### config.mk
export PLATFORM = sky130hd
export DESIGN_NAME = rs485_txen_gen
export DESIGN_NICKNAME = d
export VERILOG_FILES = /design/src/rtl/rs485_txen_pkg.sv /design/src/rtl/txen_line_tap.sv /design/src/rtl/txen_cfg_regs.sv /design/src/rtl/txen_symbol_timer.sv /design/src/rtl/rs485_txen_gen.sv
export SDC_FILE = /design/constraint.sdc
export NUM_CORES = 1
export LEC_CHECK = 0
export ABC_AREA = 1
export ABC_CLOCK_PERIOD_IN_PS = 6500
export BUFFER_PORTS_ARGS = -buffer_cell sky130_fd_sc_hd__buf_2
export CAP_MARGIN = 20
export CORE_MARGIN = 1.5
export CORE_UTILIZATION = 45
export DETAILED_ROUTE_END_ITERATION = 10
export SETUP_SLACK_MARGIN = 0.5
export SYNTH_ARGS = -nofsm -noshare
export SYNTH_HDL_FRONTEND = slang
export SYNTH_SLANG_ARGS = --single-unit
### constraint.sdc
create_clock -name clk -period 6.5 [get_ports clk]
set_input_delay 0.65 -clock clk [delete_from_list [all_inputs] [get_ports clk]]
set_output_delay 0.65 -clock clk [all_outputs]
set_load 0.1 [all_outputs]
### src/rtl/rs485_txen_pkg.sv
`timescale 1ns/1ps
// Shared types for the automatic RS-485 driver-enable generator.
// Assumes nothing beyond a single clock domain.
package rs485_txen_pkg;

    // Sequencer phase: idle line, inside a symbol, or the single cycle
    // directly after a symbol where a back-to-back start may follow.
    typedef enum logic [1:0] {
        PH_IDLE   = 2'd0,
        PH_SYMBOL = 2'd1,
        PH_SEAM   = 2'd2
    } phase_e;

endpackage

### src/rtl/txen_line_tap.sv
`timescale 1ns/1ps
// Line tap: registers the host transmit line once, flags a falling
// edge on the registered copy, and forwards receive data unchanged.
// Assumes host_tx is synchronous to clk; idle level is high.
module txen_line_tap (
    input  logic clk,
    input  logic rst_n,
    input  logic host_tx,
    input  logic line_rx,
    output logic tx_dly,
    output logic tx_fall,
    output logic host_rx
);

    logic tx_prev;

    // Delay stage for transmit data and the copy used for edge detection.
    always_ff @(posedge clk) begin
        if (!rst_n) begin
            tx_dly  <= 1'b1;
            tx_prev <= 1'b1;
        end else begin
            tx_dly  <= host_tx;
            tx_prev <= tx_dly;
        end
    end

    // High-to-low change visible on the delayed line this cycle.
    always_comb tx_fall = tx_prev & ~tx_dly;

    // Receive path is a plain wire.
    always_comb host_rx = line_rx;

    assert_tx_delay_R2: assert property (@(posedge clk) disable iff (!rst_n)
        rst_n |=> (tx_dly == $past(host_tx)));

endmodule

### src/rtl/txen_cfg_regs.sv
`timescale 1ns/1ps
// Timing settings: a pending copy written by cfg_load and an active copy
// that follows the pending copy only while hold is low (line idle).
// The effective value is the pending copy when idle, else the active copy.
// Assumes cfg_load is a single-cycle strobe; zero is stored as one.
module txen_cfg_regs #(
    parameter int unsigned DIV_W    = 16,
    parameter int unsigned BITS_W   = 4,
    parameter int unsigned DEF_DIV  = 1085,
    parameter int unsigned DEF_BITS = 10
) (
    input  logic              clk,
    input  logic              rst_n,
    input  logic              cfg_load,
    input  logic [DIV_W-1:0]  cfg_div,
    input  logic [BITS_W-1:0] cfg_bits,
    input  logic              hold,
    output logic [DIV_W-1:0]  eff_div,
    output logic [BITS_W-1:0] eff_bits
);

    localparam logic [DIV_W-1:0]  RST_DIV  = DIV_W'(DEF_DIV);
    localparam logic [BITS_W-1:0] RST_BITS = BITS_W'(DEF_BITS);
    localparam logic [DIV_W-1:0]  ONE_DIV  = DIV_W'(1);
    localparam logic [BITS_W-1:0] ONE_BITS = BITS_W'(1);

    logic [DIV_W-1:0]  pend_div, act_div;
    logic [BITS_W-1:0] pend_bits, act_bits;

    // Pending settings: capture on strobe, replacing zero by one.
    always_ff @(posedge clk) begin
        if (!rst_n) begin
            pend_div  <= RST_DIV;
            pend_bits <= RST_BITS;
        end else if (cfg_load) begin
            pend_div  <= (cfg_div  == '0) ? ONE_DIV  : cfg_div;
            pend_bits <= (cfg_bits == '0) ? ONE_BITS : cfg_bits;
        end
    end

    // Active settings: track the pending copy only when the line is idle.
    always_ff @(posedge clk) begin
        if (!rst_n) begin
            act_div  <= RST_DIV;
            act_bits <= RST_BITS;
        end else if (!hold) begin
            act_div  <= pend_div;
            act_bits <= pend_bits;
        end
    end

    // Settings seen by the sequencer this cycle.
    always_comb begin
        eff_div  = hold ? act_div  : pend_div;
        eff_bits = hold ? act_bits : pend_bits;
    end

    assert_pend_nonzero_R8: assert property (@(posedge clk) disable iff (!rst_n)
        (pend_div != '0) && (pend_bits != '0));

    assert_act_frozen_R9: assert property (@(posedge clk) disable iff (!rst_n)
        hold |=> (act_div == $past(act_div)) && (act_bits == $past(act_bits)));

endmodule

### src/rtl/txen_symbol_timer.sv
`timescale 1ns/1ps
// Symbol timer: counts clock cycles within a bit and bits within a symbol,
// starting on a falling edge seen while idle, or on a low level in the
// cycle right after a symbol (back-to-back). Drives the driver enable.
// Assumes eff_div and eff_bits are never zero.
module txen_symbol_timer
    import rs485_txen_pkg::*;
#(
    parameter int unsigned DIV_W  = 16,
    parameter int unsigned BITS_W = 4
) (
    input  logic              clk,
    input  logic              rst_n,
    input  logic              tx_low,
    input  logic              tx_fall,
    input  logic [DIV_W-1:0]  eff_div,
    input  logic [BITS_W-1:0] eff_bits,
    output logic              in_burst,
    output logic              txen
);

    localparam logic [DIV_W-1:0]  ONE_DIV  = DIV_W'(1);
    localparam logic [BITS_W-1:0] ONE_BITS = BITS_W'(1);

    phase_e            phase_q, phase_d;
    logic [DIV_W-1:0]  cyc_q, base_cyc, nxt_cyc;
    logic [BITS_W-1:0] bit_q, base_bit, nxt_bit;
    logic              last_cyc, last_bit, sym_done, start;

    // Start condition: fresh edge from idle, or low level at the seam.
    always_comb begin
        start = ((phase_q == PH_IDLE) && tx_fall) ||
                ((phase_q == PH_SEAM) && tx_low);
    end

    // Advance the position by one cycle; a start counts as position zero.
    always_comb begin
        base_cyc = (phase_q == PH_SYMBOL) ? cyc_q : '0;
        base_bit = (phase_q == PH_SYMBOL) ? bit_q : '0;
        last_cyc = (base_cyc == (eff_div  - ONE_DIV));
        last_bit = (base_bit == (eff_bits - ONE_BITS));
        sym_done = last_cyc && last_bit;
        nxt_cyc  = last_cyc ? '0 : (base_cyc + ONE_DIV);
        nxt_bit  = last_cyc ? (base_bit + ONE_BITS) : base_bit;
    end

    // Next phase selection.
    always_comb begin
        phase_d = phase_q;
        unique case (phase_q)
            PH_IDLE:   if (start) phase_d = sym_done ? PH_SEAM : PH_SYMBOL;
            PH_SYMBOL: if (sym_done) phase_d = PH_SEAM;
            PH_SEAM:   phase_d = start ? (sym_done ? PH_SEAM : PH_SYMBOL) : PH_IDLE;
            default:   phase_d = PH_IDLE;
        endcase
    end

    // Phase and position registers.
    always_ff @(posedge clk) begin
        if (!rst_n) begin
            phase_q <= PH_IDLE;
            cyc_q   <= '0;
            bit_q   <= '0;
        end else begin
            phase_q <= phase_d;
            if (start || (phase_q == PH_SYMBOL)) begin
                cyc_q <= nxt_cyc;
                bit_q <= nxt_bit;
            end
        end
    end

    // Enable covers every cycle of a symbol, including the starting one.
    always_comb begin
        txen     = (phase_q == PH_SYMBOL) || start;
        in_burst = (phase_q != PH_IDLE);
    end

    assert_txen_on_fall_R4: assert property (@(posedge clk) disable iff (!rst_n)
        ((phase_q == PH_IDLE) && tx_fall) |-> txen);

    assert_position_range_R5: assert property (@(posedge clk) disable iff (!rst_n)
        (phase_q == PH_SYMBOL) |-> ((cyc_q < eff_div) && (bit_q < eff_bits)));

    assert_seam_restart_R6: assert property (@(posedge clk) disable iff (!rst_n)
        ((phase_q == PH_SEAM) && tx_low) |-> txen);

    assert_seam_release_R7: assert property (@(posedge clk) disable iff (!rst_n)
        ((phase_q == PH_SEAM) && !tx_low) |-> !txen);

endmodule

### src/rtl/rs485_txen_gen.sv
`timescale 1ns/1ps
// Top: automatic RS-485 driver enable derived from programmed bit period
// and symbol length. Transmit data is delayed one cycle and the enable is
// aligned to that delayed copy. Receive data passes straight through.
// Assumes all inputs are synchronous to clk.
module rs485_txen_gen #(
    parameter int unsigned DIV_W    = 16,
    parameter int unsigned BITS_W   = 4,
    parameter int unsigned DEF_DIV  = 1085,
    parameter int unsigned DEF_BITS = 10
) (
    input  logic              clk,
    input  logic              rst_n,
    input  logic              cfg_load,
    input  logic [DIV_W-1:0]  cfg_div,
    input  logic [BITS_W-1:0] cfg_bits,
    input  logic              host_tx,
    output logic              xcvr_tx,
    output logic              xcvr_txen,
    input  logic              line_rx,
    output logic              host_rx
);

    logic              tx_fall, in_burst;
    logic [DIV_W-1:0]  eff_div;
    logic [BITS_W-1:0] eff_bits;

    txen_line_tap u_tap (
        .clk     (clk),
        .rst_n   (rst_n),
        .host_tx (host_tx),
        .line_rx (line_rx),
        .tx_dly  (xcvr_tx),
        .tx_fall (tx_fall),
        .host_rx (host_rx)
    );

    txen_cfg_regs #(
        .DIV_W    (DIV_W),
        .BITS_W   (BITS_W),
        .DEF_DIV  (DEF_DIV),
        .DEF_BITS (DEF_BITS)
    ) u_cfg (
        .clk      (clk),
        .rst_n    (rst_n),
        .cfg_load (cfg_load),
        .cfg_div  (cfg_div),
        .cfg_bits (cfg_bits),
        .hold     (in_burst),
        .eff_div  (eff_div),
        .eff_bits (eff_bits)
    );

    txen_symbol_timer #(
        .DIV_W  (DIV_W),
        .BITS_W (BITS_W)
    ) u_timer (
        .clk      (clk),
        .rst_n    (rst_n),
        .tx_low   (~xcvr_tx),
        .tx_fall  (tx_fall),
        .eff_div  (eff_div),
        .eff_bits (eff_bits),
        .in_burst (in_burst),
        .txen     (xcvr_txen)
    );

    assert_reset_idle_R1: assert property (@(posedge clk)
        !rst_n |=> (!xcvr_txen && xcvr_tx));

endmodule

# == Word-level counts from Yosys, hierarchy flattened ==
# Cells that the tools add are included.
# word_totals
elab_cells,44
regBits,64
# op_classes
n_bitwise,2
n_reduce_logical,10
eq_ne,6
add_sub_neg,4
muxes,13
# ops
op,n
16-bit 2-to-1 mux,4
"16-bit by 1-bit adder with 16-bit output, second input constant",1
16-bit == test,1
16-bit zero test,1
4-bit 2-to-1 mux,4
"16-bit by 1-bit subtractor with 16-bit output, second input constant",1
2-bit 2-to-1 mux,4
2-bit case mux with 3 select lines,1
"4-bit by 1-bit adder with 4-bit output, second input constant",1
4-bit == test,1
4-bit zero test,1
"2-bit by 1-bit != test with 1-bit output, second input constant",2
"4-bit by 1-bit subtractor with 4-bit output, second input constant",1
1-bit logical AND,3
"2-bit by 1-bit == test with 1-bit output, second input constant",1
"2-bit == test, second input constant",1
2-bit zero test,1
1-bit logical OR,2
2-bit AND reduction,1
2-bit nonzero test,1
1-bit AND,1
1-bit inverter,1

# == Logic depth before layout (Yosys ltp) ==
# logic_depth
depth_word,8
ltp_mapped,22
depth_no_buf,20

# == Modules after synthesis ==
# Synthesis repeated with hierarchy kept, for this count alone.
# unflattened
cells_unflattened,638
hier_area_um2,3975.1
# modules_own_cells
mod,cells_each,n_inst,area_each_um2
txen_symbol_timer,415,1,2368.5
txen_cfg_regs,213,1,1532.7
txen_line_tap,9,1,70.1
rs485_txen_gen,1,1,3.8

# == Worst setup path after synthesis ==
# No wires, ideal clock.
# synth_path
path_type,reg2out
from,reg u_tap.tx_dly
to,out xcvr_txen
arrival_ps,2371
required_ps,5850
path_stages_with_launch,7
path_slack_ps,3479
cell_sequence,dfxtp_1 nor2_1 o21ai_0 inv_1 nor2_1 inv_1 clkbuf_1
# synth_between
elab_chain_cells,5
# synth_lines
element,line_no,text
"start, declared",txen_line_tap.sv:10,"output logic tx_dly,"
"start signal, assigned",txen_line_tap.sv:23,tx_dly <= host_tx;
1-bit inverter (*),"txen_line_tap.sv:29, rs485_txen_gen.sv:60",
1-bit AND,txen_line_tap.sv:29,always_comb tx_fall = tx_prev & ~tx_dly;
1-bit logical AND,txen_symbol_timer.sv:32,start = ((phase_q == PH_IDLE) && tx_fall) ||
1-bit logical OR (*),txen_symbol_timer.sv:32,
1-bit logical OR (*),txen_symbol_timer.sv:75,txen = (phase_q == PH_SYMBOL) || start;
"end, declared",rs485_txen_gen.sv:19,"output logic xcvr_txen,"
# Mark *: on every way between the ends. The rest lies on a longest branch, timed or not.

# == Worst setup path after layout ==
# layout_path
from,reg u_timer.phase_q[1]
to,out xcvr_txen
# layout_between
elab_chain_cells,4
# layout_lines
element,line_no,text
"start, declared",txen_symbol_timer.sv:25,"phase_e phase_q, phase_d;"
"start signal, assigned",txen_symbol_timer.sv:65,phase_q <= phase_d;
2-bit == test or 2-bit zero test (tied branches),"txen_symbol_timer.sv:33, txen_symbol_timer.sv:32",
"1-bit logical AND, on equally long branches","txen_symbol_timer.sv:33, txen_symbol_timer.sv:32",
1-bit logical OR,txen_symbol_timer.sv:32,
1-bit logical OR (*),txen_symbol_timer.sv:75,
# Marked as above.

==> qor.csv <==
metric;value;unit
status;complete, no violations;
mapped cell area;4314;sq um
largest cells by area after synthesis;dfxtp_1 30%, nand2_1 15%, inv_1 7.7%, nor2_1 6.8%, nand3_1 5.1%;
# H-tree levels;3;
IO Count;28;
vias in the first global route;3851;
CP most frequent cell;inv_2;
post-synthesis async set-or-reset flop share;0;%
die width;100.9;um
sequential area share after synthesis;29.70;%
wire length per cell;13.42;um
P_leak;2.317;nW
Slew Limit Headroom;33.00;%
placed cell areas;4474;sq um
synthesis-stage register bit count;64;
slowest stage cell, crit path;nor2_1;
setup bufs post-CTS;0;
TritonRoute pass-1 iters;5;
Layout area overhead;9.368;%
area share of the largest cell type after synthesis;29.70;%
Synth warnings;0;
FMAX;270.7;MHz
clock sinks;64;
largest net degree at the start of global routing;34;
global-route wire length before repair;18150;um
synthesized net count;683;
CTS clk-pin slew, worst paths;0.08;ns
Max FO, Critical Path;15;
unrepaired setup endpoints after global routing;no;
routed vias/inst;4.986;
CTS max path bufs;2;
Core Footprint;9284;sq um
HP Class;flip-flop to flip-flop;
PostCTS Resize Cnt;0;
final setup violation count;0;
EDFF count, synth;0;
drc violations;0;
CP max stage delay;0.80;ns
worst skew pair latency;0.35;ns
Clock Tree Root;clkbuf_8;
Peak VDD IR;0.0001312;V
n_diodes;0;
Synth Instances;654;
initial antenna violation count;0;
Tightest Pin Transition;1.001;ns
clock skew;0.01353;ns
Pwr Density;240.3;nW/um^2
setup TNS;0;ns
grt ovf;0;
Crit path required time;5.85;ns
Rows;35;
library cells used by synthesis;43;
Hold WS;0.4659;ns
Syn Area/Cell;6.597;sq um
Design Area, Final;4718;sq um
Yosys top cell by area;dfxtp_1;
Critical Path, Cell by Cell;inv_2 > nand2_2 > inv_2 > nor2_1 > inv_1 > buf_2;
CP startpoint kind;flip-flop;
Final min period;3.694;ns
share of cells above drive strength 1;16.72;%
full die area;10180;sq um
crit path kind;flip-flop to primary output;
PortBufs;25;
Initial DRC Count;218;
Tot Pwr;1.134;mW
top_reg_cell synth;dfxtp_1;
Final Hold Viols;0;
Starting Density;46.47;%
Routed Antenna Nets;0;
TritonCTS clock tree;done;
Slew Limit Fails;0;
max-cap viol count;0;
fin crit share;56.83;%
Worst Setup End Kind;primary output;
RePlAce Congestion;0.9393;
CTS Buf Count;9;
Nets;700;
Total GRT Usage;23.05;%
via count;4014;
arrival time worst endpoint;3.04;ns
Die H;100.9;um
Synth top cells by count;171 x nand2_1, 89 x inv_1, 78 x nor2_1;
Detailed Place HPWL;8318;um
count leader, synth;nand2_1;
final wirelength;10810;um
CTS Hold Bufs;0;
## metal layers
layer | up-vias | routed length, um | GRT usage, %
li1 | 2089 | - | -
met1 | 1841 | 5080 | 28.86
met2 | 66 | 5087 | 39.55
met3 | 18 | 400 | 4.022
met4 | 0 | 237 | 8.654
met5 | - | 0 | 0
## cells in the final DEF (no fill, tap or decap), types with 12 or more instances in the layout
master	count
dfxtp_1	64
o21ai_0	20
nand2_4	18
o21ai_1	12
nor2_1	78
buf_2	25
inv_1	89
nand3_1	44
nand2_2	17
nand2_1	171
a21oi_1	21
## path summary, 6_finish.rpt
kind	cells after the start	end	slack [ns]	from
setup / recovery	6	xcvr_txen	2.81	u_timer.phase_q[1]
hold / removal	2	u_cfg.act_bits[3]	0.47	u_cfg.act_bits[3]
setup reg to reg	15	u_timer.cyc_q[8]	3.35	u_timer.phase_q[0]
hold reg to reg	2	u_cfg.act_bits[3]	0.47	u_cfg.act_bits[3]
## stage by stage
step	worst slack [ns]	utilization [%]	cells
6_report	2.806	50.82	805
3_5_place_dp	3.197	48.19	788
2_1_floorplan	3.479	-	654
4_1_cts	2.797	50.66	804
3_3_place_gp	3.229	48.19	788
5_1_grt	2.449	50.82	805
## kinds of logic after synthesis
| kind of cell | Yosys count | synth area share (%) |
|---|---|---|
| AOI/OAI and AO/OA | 70 | 9.078 |
| xor gates and xnor gates | 17 | 4.118 |
| adders and majority gates | 4 | 1.160 |
| buffers and inverters | 116 | 11.28 |
| DFF | 64 | 29.70 |
| muxes | 3 | 0.6961 |
| and+or+nand+nor | 380 | 43.97 |
## worst max-delay path, delay by kind of cell (launching register included)
family	cells	cell delay, ns
AND/OR/NAND/NOR	2	1.07
flip-flops	1	0.45
buffers and inverters	4	1.17
## report_power, final
part,internal [mW],switching (mW)
clock,0.229,0.176
combinational,0.0927,0.207
sequential,0.417,0.0115
## cell type report
| type | count | area [sq um] |
|---|---|---|
| inverter | 96 | 360.3 |
| tap | 129 | 161.4 |
| multi-input combinational | 474 | 2546 |
| clock buffer | 10 | 137.6 |
| fill | 983 | 4566 |
| clock inverter | 6 | 91.34 |
| sequential | 64 | 1281 |
| timing repair buffer | 26 | 140.1 |
## state kept, by name, indices dropped and copies added (netlist names)
name             cells
u_cfg.act_bits       4
u_cfg.act_div       16
u_cfg.pend_bits      4
u_cfg.pend_div      16
u_tap.tx_dly         1
u_tap.tx_prev        1
u_timer.bit_q        4
u_timer.cyc_q       16
u_timer.phase_q      2
Note: power is estimated with default switching activity, not from simulation.
